<file path="config.mk">
export PLATFORM = sky130hd
export DESIGN_NAME = ext_irq_conditioner
export DESIGN_NICKNAME = d
export VERILOG_FILES = /design/src/rtl/eic_pkg.sv /design/src/rtl/eic_datapath.sv /design/src/rtl/eic_control.sv /design/src/rtl/ext_irq_conditioner.sv
export SDC_FILE = /design/constraint.sdc
export NUM_CORES = 1
export LEC_CHECK = 0
export CORE_AREA = 2 2 39 41
export CTS_BUF_LIST = sky130_fd_sc_hd__clkbuf_8
export DETAILED_ROUTE_END_ITERATION = 12
export DIE_AREA = 0 0 41 43
export PLACE_DENSITY = 0.55
export SETUP_SLACK_MARGIN = 0.5
export SYNTH_ARGS = -nofsm -noshare
export SYNTH_HDL_FRONTEND = slang
export SYNTH_SLANG_ARGS = --single-unit
</file>
<file path="constraint.sdc">
create_clock -name clk -period 2.03 [get_ports clk]
set_input_delay 0.609 -clock clk [delete_from_list [all_inputs] [get_ports clk]]
set_output_delay 0.609 -clock clk [all_outputs]
set_load 0.02 [all_outputs]
</file>
<file path="src/rtl/eic_pkg.sv">
package eic_pkg;

  typedef enum logic [1:0] {
    SENS_LOW  = 2'b00,
    SENS_RISE = 2'b01,
    SENS_FALL = 2'b10,
    SENS_BOTH = 2'b11
  } sens_e;

  // strobes from control to datapath
  typedef struct packed {
    logic setLatch;
    logic clrLatch;
    logic levelMode;
    logic wakeRise;
    logic wakeFall;
    logic wakeLow;
  } ctrl_stb_t;

endpackage

</file>
<file path="src/rtl/eic_datapath.sv">
module eic_datapath
  import eic_pkg::*;
#(
  parameter int NUM_PINS    = 4,
  parameter int SYNC_STAGES = 2
) (
  input  logic                clk,
  input  logic                rstN,
  input  logic [NUM_PINS-1:0] pinIn,
  input  logic [NUM_PINS-1:0] pinIntEn,
  input  ctrl_stb_t           stb,
  output logic                riseSeen,
  output logic                fallSeen,
  output logic                irqReq,
  output logic                wakeOut
);

  localparam int LAST = SYNC_STAGES - 1;

  logic [NUM_PINS-1:0]    maskedPins;
  logic                   rawSrc;
  logic [SYNC_STAGES-1:0] syncChain;
  logic                   syncLevel;
  logic                   prevLevel;
  logic                   reqLatch;
  logic                   asyncWake;

  // disabled pins are forced to 1 so they cannot pull the AND low
  genvar g;
  generate
    for (g = 0; g < NUM_PINS; g++) begin : g_mask
      assign maskedPins[g] = pinIn[g] | ~pinIntEn[g];
    end
  endgenerate

  assign rawSrc = &maskedPins;

  // synchronizer, idle level high
  always_ff @(posedge clk or negedge rstN) begin
    if (!rstN) begin
      syncChain <= '1;
    end else begin
      syncChain <= {syncChain[SYNC_STAGES-2:0], rawSrc};
    end
  end

  assign syncLevel = syncChain[LAST];

  always_ff @(posedge clk or negedge rstN) begin
    if (!rstN) begin
      prevLevel <= 1'b1;
    end else begin
      prevLevel <= syncLevel;
    end
  end

  assign riseSeen = syncLevel & ~prevLevel;
  assign fallSeen = ~syncLevel & prevLevel;

  // request latch: a new edge outranks the clear
  always_ff @(posedge clk or negedge rstN) begin
    if (!rstN) begin
      reqLatch <= 1'b0;
    end else if (stb.setLatch) begin
      reqLatch <= 1'b1;
    end else if (stb.clrLatch) begin
      reqLatch <= 1'b0;
    end
  end

  always_comb begin
    if (stb.levelMode) begin
      irqReq = ~syncLevel;
    end else begin
      irqReq = reqLatch;
    end
  end

  // wake is taken from the raw source, ahead of the synchronizer
  always_comb begin
    asyncWake = 1'b0;
    if (stb.wakeLow && !rawSrc) begin
      asyncWake = 1'b1;
    end
    if (stb.wakeRise && rawSrc && !syncLevel) begin
      asyncWake = 1'b1;
    end
    if (stb.wakeFall && !rawSrc && syncLevel) begin
      asyncWake = 1'b1;
    end
  end

  assign wakeOut = asyncWake | irqReq;

endmodule

</file>
<file path="src/rtl/eic_control.sv">
module eic_control
  import eic_pkg::*;
(
  input  logic       riseSeen,
  input  logic       fallSeen,
  input  logic [1:0] sensSel,
  input  logic       svcEntry,
  output ctrl_stb_t  stb
);

  sens_e mode;
  logic  edgeHit;

  assign mode = sens_e'(sensSel);

  always_comb begin
    stb      = '0;
    edgeHit  = 1'b0;
    unique case (mode)
      SENS_LOW: begin
        stb.levelMode = 1'b1;
        stb.wakeLow   = 1'b1;
      end
      SENS_RISE: begin
        edgeHit      = riseSeen;
        stb.wakeRise = 1'b1;
      end
      SENS_FALL: begin
        edgeHit      = fallSeen;
        stb.wakeFall = 1'b1;
      end
      SENS_BOTH: begin
        edgeHit      = riseSeen | fallSeen;
        stb.wakeRise = 1'b1;
        stb.wakeFall = 1'b1;
      end
      default: begin
        edgeHit = 1'b0;
      end
    endcase
    stb.setLatch = edgeHit;
    // level mode keeps nothing stored
    stb.clrLatch = svcEntry | stb.levelMode;
  end

endmodule

</file>
<file path="src/rtl/ext_irq_conditioner.sv">
module ext_irq_conditioner
  import eic_pkg::*;
#(
  parameter int NUM_PINS    = 4,
  parameter int SYNC_STAGES = 2
) (
  input  logic                clk,
  input  logic                rstN,
  input  logic [NUM_PINS-1:0] pinIn,
  input  logic [NUM_PINS-1:0] pinIntEn,
  input  logic [1:0]          sensSel,
  input  logic                svcEntry,
  output logic                irqReq,
  output logic                wakeOut
);

  ctrl_stb_t ctrlStb;
  logic      riseSeen;
  logic      fallSeen;
  logic      latchSet;

  eic_control u_ctrl (
    .riseSeen (riseSeen),
    .fallSeen (fallSeen),
    .sensSel  (sensSel),
    .svcEntry (svcEntry),
    .stb      (ctrlStb)
  );

  eic_datapath #(
    .NUM_PINS    (NUM_PINS),
    .SYNC_STAGES (SYNC_STAGES)
  ) u_dp (
    .clk      (clk),
    .rstN     (rstN),
    .pinIn    (pinIn),
    .pinIntEn (pinIntEn),
    .stb      (ctrlStb),
    .riseSeen (riseSeen),
    .fallSeen (fallSeen),
    .irqReq   (irqReq),
    .wakeOut  (wakeOut)
  );

  assign latchSet = ctrlStb.setLatch;

endmodule

</file>
Word level (Yosys, flattened, before mapping)
Index checks and enable logic that the tools add are counted.

word-level totals
  bits in registers = 4
  input port bits = 13
  output and inout bits = 2
  logic and storage cells = 43

operators by class
  eq/ne operators = 3
  muxes and demuxes = 10
  bitwise gates (word level) = 15
  reduce and logical (&&, ||, !) cells = 12

operators with widths
  operator              count
  $mux W1               9
  $or A1 B1 Y1          7
  $not A1 Y1            6
  $logic_and A1 B1 Y1   5
  $eq A2 B2 Y1 const B  2
  $reduce_and A4 Y1     1
  $reduce_or A2 Y1      2
  $pmux W1 S3           1
  $and A1 B1 Y1         2
  $eq A2 B1 Y1 const B  1
  $logic_not A1 Y1      2
  $logic_not A2 Y1      1
  $reduce_bool A2 Y1    1

Depth between registers and ports, before layout
Gate-level depths: netlist of run 1.

  depth after elaboration = 9
  gate-level depth with buffers = 5
  mapped depth without buffers = 5

Hierarchy
A second synthesis of run 1 with hierarchy kept.

unflattened totals
  cells, all modules = 27
  area, all modules = 276.5 µm²

modules (own cells, without submodules)
  module        times used  cells each  area an instance (µm²)  seq. area each (µm²)
  eic_datapath  1           20          234.0                   103.8
  eic_control   1           7           42.5                    0.0

Least setup slack after synthesis of run 1
Ideal clock, no wire load.

  kind = input port to output port
  start = input sensSel[1]
  end = output wakeOut
  data arrival time = 1.419 ns
  required time = 1.421 ns
  slack = 0.002 ns
  stages = 4
  buffers on the path = 0
  cell sequence = nor2_1 > mux2_4 > a31oi_1 > o21ai_1

between the ends
  elaborated cells on any way between the ends = 19
  classes of those cells = eq/ne: 3; mux: 7; bitwise: 1; reduce/logical: 8

RTL lines
  what              line                       RTL
  start, declared   ext_irq_conditioner.sv:11  input logic [1:0] sensSel,
  $logic_not A2 Y1  eic_control.sv:19          unique case (mode)
  $mux W1           eic_control.sv:19
  $mux W1           eic_datapath.sv:72         if (stb.levelMode) begin
  via irqReq        ext_irq_conditioner.sv:13  output logic irqReq,
  $or A1 B1 Y1      eic_datapath.sv:93         assign wakeOut = asyncWake | irqReq;
  end, declared     ext_irq_conditioner.sv:14  output logic wakeOut

The timed path passes the listed nets, and every way through them passes these cells.

Worst setup path after layout of run 1
  start = input pinIntEn[0]
  end = output wakeOut

between the ends
  word-level cells in the longest chain between the ends = 9
  elaborated cells on any way between the ends = 13
  classes of those cells = mux: 3; bitwise: 3; reduce/logical: 7

RTL lines
  what                 line                                    RTL
  start, declared      ext_irq_conditioner.sv:10               input logic [NUM_PINS-1:0] pinIntEn,
  $not A1 Y1 *         eic_datapath.sv:32                      assign maskedPins[g] = pinIn[g] | ~pinIntEn[g];
  $or A1 B1 Y1 *       eic_datapath.sv:32
  $reduce_and A4 Y1 *  eic_datapath.sv:36                      assign rawSrc = &maskedPins;
  via u_dp.rawSrc      eic_datapath.sv:21                      logic rawSrc;
  $logic_not A1 Y1     eic_datapath.sv:82, eic_datapath.sv:88
  $logic_and A1 B1 Y1  eic_datapath.sv:82                      if (stb.wakeLow && !rawSrc) begin
  $mux W1              eic_datapath.sv:82
  $mux W1              eic_datapath.sv:85                      if (stb.wakeRise && rawSrc && !syncLevel) begin
  $mux W1 *            eic_datapath.sv:88                      if (stb.wakeFall && !rawSrc && syncLevel) begin
  $or A1 B1 Y1 *       eic_datapath.sv:93

Mark *: on every way through the listed nets, which the timed path passes. The rest lies on a longest branch.

==> metrics.yaml, run 1 <==
maxCapViolations: 0
synth_common_cells: "dfstp_2 (3), inv_1 (3), nor2b_1 (3)"
io_pins: 15
yosys_warnings: 0
grt_pass1_vias: 310
seq_area_um2: 104
port_buffers: 14
synth-seq-cells: 4
dp_slack_ns: -0.908
cts.sinks: 4
grtUsageTotal_pct: 10.8
syn_nets: 38
p_leak_uw: 0.000267
wl_per_cell_um: 11.6
cts_root_buf: "clkbuf_8"
r2r_start: "u_dp.syncChain[1]"
start_util_pct: 18.9
crit_fanout: 2
die-area_mm2: 0.00176
yosysSeqAreaShare_pct: 39.7
cp-end-kind: "output pin"
avgSynthCellArea_um2: 11.4
antenna_found_initial: 0
max_freq_ghz: 0.452
power.total_uw: 393
gp_congestion: 0.609
grt_pass1_wl_um: 1230
r2r_slack_ns: 0.72
rows: 14
syn-cell-area_um2: 262
failed_checks: "negative setup slack"
path_clk_slew_ns: 0.03
wl_um: 763
tightest_slew_ns: 0.366
synthArstFlopShare_pct: 100
fill_cells: 142
post-route-drc-count: 0
drt_first_pass_iters: 2
crit_type: "primary input to output pin"
r2r_cells: 6
min_period_ns: 2.21
crit_start: "pinIntEn[0]"
fin_worst_skew_ns: 0.00206
synth_top_cell_area_share_pct: 30.1
hold_class: "flop to flop"
multi_input_area_um2: 188
via_count: 275
die-height_um: 43
area_growth_pct: 116
timing.rr.end: "u_dp.reqLatch"
core_mm2: 0.00138
rsz0062_at_grt: "yes"
antenna_left: 0
fin_ws_ns: -0.182
synth.distinct_cells: 14
diodes: 0
worstSkewPairLatency_ns: 0.22
hold_viol_final: 0
cts_htree_levels: 1
cts_buffers: 3
layout-drive-gt1-share_pct: 70.0
hpwl_um: 496
slowest_stage: "a2111oi_4"
cts_tree: "yes"
max_stage_delay_ns: 0.41
crit_end: "wakeOut"
gr-total-overflow: 0
cpMostUsedCell: "buf_6"
fp.dieW_um: 41
grt_max_degree: 5
detail_route.iter0.violations: 2
crit_required_ns: 1.42
arrival_ns: 1.60
start_kind: "primary input"
synthCells: 23
status: "finished with violations"
final_core_util_pct: 40.9
vias_per_cell: 4.17
synth_edf_count: 0
yosys.area.top_type: "dfstp_2"
setup_viol: 1
cts_buffer_depth: 2
final_nets: 66
drv_slew: 0
synth-main-ff-cell: "dfstp_2"
slew-limit-headroom_pct: 75.6
irDropWorstVdd_mv: 0.323
crit_chain: "buf_6 -> nor2b_4 -> a2111oi_4 -> buf_4 -> o21ai_2 -> buf_6"
powerDensity_mw_per_mm2: 694
synth_area_leaders: "dfstp_2 (30%), a2111oi_4 (11%), dfrtp_1 (9.6%)"
fin_crit_sh_pct: 109
[layout make-up]
type | instances | share of cell area [%]
Timing Repair Buffer | 23 | 35.0
Multi-Input combinational cell | 16 | 33.2
Sequential cell | 4 | 18.4
Clock buffer | 3 | 7.30
Tap cell | 16 | 3.54
Inverter | 3 | 1.99
Clock inverter | 1 | 0.664
[state kept, by name, indices dropped and copies added (netlist names)]
signal          flops
u_dp.prevLevel      1
u_dp.syncChain      2
u_dp.reqLatch       1
[stage by stage]
stage	instances	instance area, um2	setup TNS, ns	hold slack [ns]
3_5_place_dp	58	470	-1.55	0.352
3_3_place_gp	58	470	-1.54	0.347
5_1_grt	66	566	-0.220	0.360
2_1_floorplan	23	273	0	0.313
6_report	66	566	-0.182	0.352
4_1_cts	65	567	-0.170	0.353
[report_power, final]
part / leakage (uW) / internal, uW / switching (uW)
Combinational: 0.000196 / 73.8 / 48.9
Clock: 0.0000269 / 129 / 45.0
Sequential: 0.0000438 / 91.8 / 3.81
Total: 0.000267 / 295 / 97.7
[worst max-delay path, delay by kind of cell]
family / cells / cell delay, ns
and+or+nand+nor: 1 / 0.12
AOI/OAI and AO/OA: 2 / 0.47
buffers and inverters: 3 / 0.41
[how the worst min path moves through the flow]
stage	startpoint	to	slack, ns	depth (start not counted)
floorplan	rstN	u_dp.reqLatch	0.31	0
global placement	u_dp.syncChain[0]	u_dp.syncChain[1]	0.35	0
detailed placement	u_dp.syncChain[0]	u_dp.syncChain[1]	0.35	0
CTS	u_dp.syncChain[0]	u_dp.syncChain[1]	0.35	0
global route	u_dp.syncChain[0]	u_dp.syncChain[1]	0.36	0
finish	u_dp.syncChain[0]	u_dp.syncChain[1]	0.35	0
[metal layers]
metal | track usage, % | up-vias | routed length [um]
li1 | - | 133 | -
met1 | 9.48 | 127 | 263
met2 | 18.1 | 15 | 425
met3 | 4.19 | 0 | 74
met4 | 8.00 | 0 | 0
met5 | 0 | - | 0
[cell families after synthesis]
| kind of cell | after synthesis | share of synthesized area [%] |
|---|---|---|
| flip-flops | 4 | 39.7 |
| multiplexers | 1 | 5.74 |
| buffers and inverters | 3 | 4.31 |
| AND/OR/NAND/NOR | 6 | 15.3 |
| AO/OA/AOI/OAI | 7 | 25.4 |
| adder cells (fa/ha/maj) | 2 | 9.57 |
[what timing repair did]
action                                  in CTS  in global routing
resized for setup                           54                  5
gates cloned                                 0                  0
endpoints found under the setup margin       2                  2
hold endpoints to repair                     0                  0
buffers inserted                             3                  1
pin swaps                                    3                  2
hold buffers                                 0                  0
[layout by cell type (no fill, tap or decap), types with 2 or more instances in the layout]
| cell | netlist | layout |
|---|---|---|
| buf_2 | 0 | 4 |
| buf_4 | 0 | 8 |
| buf_6 | 0 | 6 |
| clkbuf_8 | 0 | 3 |
| clkdlybuf4s50_1 | 0 | 2 |
| dfstp_2 | 3 | 3 |
| ha_1 | 2 | 2 |
| inv_1 | 3 | 3 |
| nor2b_4 | 1 | 3 |
(Power assumes the default switching activity.)
==> inputs of run 2 (changes only) <==
--- a/config.mk
+++ b/config.mk
@@ -5,12 +5,14 @@
 export SDC_FILE = /design/constraint.sdc
 export NUM_CORES = 1
 export LEC_CHECK = 0
+export CAP_MARGIN = 40
 export CORE_AREA = 2 2 39 41
 export CTS_BUF_LIST = sky130_fd_sc_hd__clkbuf_8
 export DETAILED_ROUTE_END_ITERATION = 12
 export DIE_AREA = 0 0 41 43
-export PLACE_DENSITY = 0.55
+export PLACE_DENSITY = 0.56
 export SETUP_SLACK_MARGIN = 0.5
 export SYNTH_ARGS = -nofsm -noshare
 export SYNTH_HDL_FRONTEND = slang
+export SYNTH_HIERARCHICAL = 1
 export SYNTH_SLANG_ARGS = --single-unit
==> run 2 against run 1 <==
Compared with the run above:
- largest power group unchanged
- synthesized area up 5.7%
- critical path type unchanged
- sequential share of layout area up 0.21 points
- utilization is 0.45 points lower
- global-route usage down 1.0 points
- cell count shrank 4.5%
- the run still ends with negative setup slack left
- non-clock buffer count fell by 3
==> metrics.yaml, run 2 <==
port_buffers: 14
grt_pass1_wl_um: 1120
fin_ws_ns: -0.204
syn_nets: 40
antenna_left: 0
post-route-drc-count: 0
hold_class: "flop to flop"
rows: 14
final_cell_mix: "buf_4 (7), nor2b_4 (5)"
grtUsageTotal_pct: 9.77
tightest_slew_ns: 0.330
avgSynthCellArea_um2: 10.2
final_nets: 61
synth_edf_count: 0
p_clk_share_pct: 44.7
synth_common_cells: "nor2b_1 (7), dfstp_2 (3), buf_4 (2), clkbuf_1 (2), inv_1 (2)"
area_growth_pct: 102
synthArstFlopShare_pct: 100
slew-limit-headroom_pct: 78.0
yosys_warnings: 6
path_clk_slew_ns: 0.03
start_kind: "primary input"
gr-total-overflow: 0
cts_buffers: 3
layout-drive-gt1-share_pct: 72.3
cts_tree: "yes"
irDropWorstVdd_mv: 0.343
path_delay_family: "compound AO/OA/AOI/OAI gates"
highest_layer: "met3"
yosysMostFrequentCell: "nor2b_1"
final_cell_area_um2: 559
grt_pass1_vias: 293
cts.sinks: 4
diodes: 0
wl_met3_um: 62
setup_viol: 1
cts_buffer_depth: 2
max_freq_ghz: 0.448
dp_slack_ns: -1.03
crit_chain: "buf_6 -> nor2b_4 -> a2111oi_4 -> mux2i_2 -> buf_4"
gp_congestion: 0.641
hpwl_um: 536
yosysSeqAreaShare_pct: 37.6
cts_htree_levels: 1
synth_area_leaders: "dfstp_2 (29%), nor2b_1 (16%), a2111oi_4 (10%)"
slowest_stage: "a2111oi_4"
post_layout_nonfiller_instances: 63
synthCells: 27
core_mm2: 0.00138
synth_top_cell_area_share_pct: 28.5
die-height_um: 43
failed_checks: "negative setup slack"
powerDensity_mw_per_mm2: 693
crit_buf_inv: 2
synth.distinct_cells: 16
p_int_uw: 293
cp.depth: 5
p_seq_share_pct: 24.9
synth-seq-cells: 4
drt_first_pass_iters: 1
fin_crit_sh_pct: 110
detail_route.iter0.violations: 0
status: "finished with violations"
worstSkewPairLatency_ns: 0.22
start_util_pct: 20.0
rsz0062_at_grt: "yes"
crit_required_ns: 1.42
crit_fanout: 2
whs_path_depth: 0
p_leak_uw: 0.000259
place_inst: 57
grt_max_degree: 6
antenna_found_initial: 0
largest_register_ffs: 2
top_register: "u_dp/syncChain"
switching_share_pct: 24.4
wl_per_cell_um: 11.3
final_common_cell: "buf_4"
synth-main-ff-cell: "dfstp_2"
cp-end-kind: "output pin"
combPwrFrac_pct: 30.4
r2r_cells: 4
p_sw_uw: 94.6
via_count: 246
met2_length_um: 389
crit_type: "primary input to output pin"
syn-cell-area_um2: 277
drv_slew: 0
die-area_mm2: 0.00176
arrival_ns: 1.62
dpl_cell_area_um2: 479
reg_top3: "u_dp/syncChain: 2 flops, u_dp/prevLevel: 1 flops, u_dp/reqLatch: 1 flops"
min_period_ns: 2.23
yosys.area.top_type: "dfstp_2"
fin_worst_skew_ns: 0.00275
maxCapViolations: 0
hold_viol_final: 0
fill_cells: 138
m1WireLength_um: 260
wl_um: 713
vias_per_cell: 3.90
io_pins: 15
max_stage_delay_ns: 0.38
cts_root_buf: "clkbuf_8"
fp.dieW_um: 41
## run 2: power groups by stage
stage / Sequential [uW] / Combinational, uW / Clock (uW)
global route: 97.2 / 127 / 185
detailed placement: 97.3 / 108 / 0
floorplan: 98.1 / 59.3 / 0
finish: 96.6 / 118 / 173
global placement: 97.1 / 106 / 0
CTS: 96.6 / 116 / 183
## run 2: logic make-up after synthesis
group | synth area share, %
buf+inv | 10.9
mux | 3.62
compound gates | 21.7
flops | 37.6
simple gates | 26.2
## run 2: layer usage
metal | vias to the layer above | global-route usage (%)
li1 | 126 | -
met4 | 0 | 8.00
met3 | 0 | 2.09
met1 | 105 | 10.4
met2 | 15 | 15.3
met5 | - | 0
## run 2: final timing paths
check,slack (ns),start,end
min in group asynchronous,0.59,rstN,u_dp/reqLatch
worst max register to register,0.86,u_dp/syncChain[1],u_dp/reqLatch
worst min-delay path,0.35,u_dp/syncChain[0],u_dp/syncChain[1]
worst max-delay path,-0.20,pinIntEn[0],wakeOut
max in group asynchronous,1.21,rstN,u_dp/syncChain[1]
worst min register to register,0.35,u_dp/syncChain[0],u_dp/syncChain[1]
## run 2: per-stage QoR
stage / hold slack (ns) / TNS [ns] / utilization, % / total power [uW]
detailed placement: 0.348 / -1.76 / 34.6 / 205
global placement: 0.348 / -1.71 / 34.6 / 203
finish: 0.351 / -0.204 / 40.4 / 388
floorplan: 0.313 / -0.0475 / - / 157
global route: 0.355 / -0.244 / 40.4 / 409
CTS: 0.352 / -0.214 / 39.8 / 395
## run 2: worst reg2reg max path, stage by stage, from the launching register on
cell,delay (ns)
dfstp_2,0.54
buf_4,0.14
nor2b_1,0.05
a22o_1,0.17
a21o_1,0.15
## run 2: final cells by class
class,count,area (um2),share of cell area [%]
sequential,4,104,18.6
multi-input combinational,17,205,36.7
tap,16,20.0,3.58
timing repair buffer,20,178,31.8
clock buffer,3,41.3,7.38
clock inverter,1,3.75,0.671
inverter,2,7.51,1.34
## run 2: what timing repair did
item / 4_1_cts / 5_1_grt
hold buffers: 0 / 0
pin swaps: 4 / 3
hold endpoints to repair: 0 / 0
setup endpoints to repair: 2 / 2
buffers inserted: 1 / 1
resized for setup: 54 / 5
==> inputs of run 3 (changes only) <==
--- a/config.mk
+++ b/config.mk
@@ -5,7 +5,7 @@
 export SDC_FILE = /design/constraint.sdc
 export NUM_CORES = 1
 export LEC_CHECK = 0
-export CAP_MARGIN = 40
+export CAP_MARGIN = 25
 export CORE_AREA = 2 2 39 41
 export CTS_BUF_LIST = sky130_fd_sc_hd__clkbuf_8
 export DETAILED_ROUTE_END_ITERATION = 12
==> results of run 3 <==
Same layout as run 2: the final DEF is identical, and so are final timing and power.
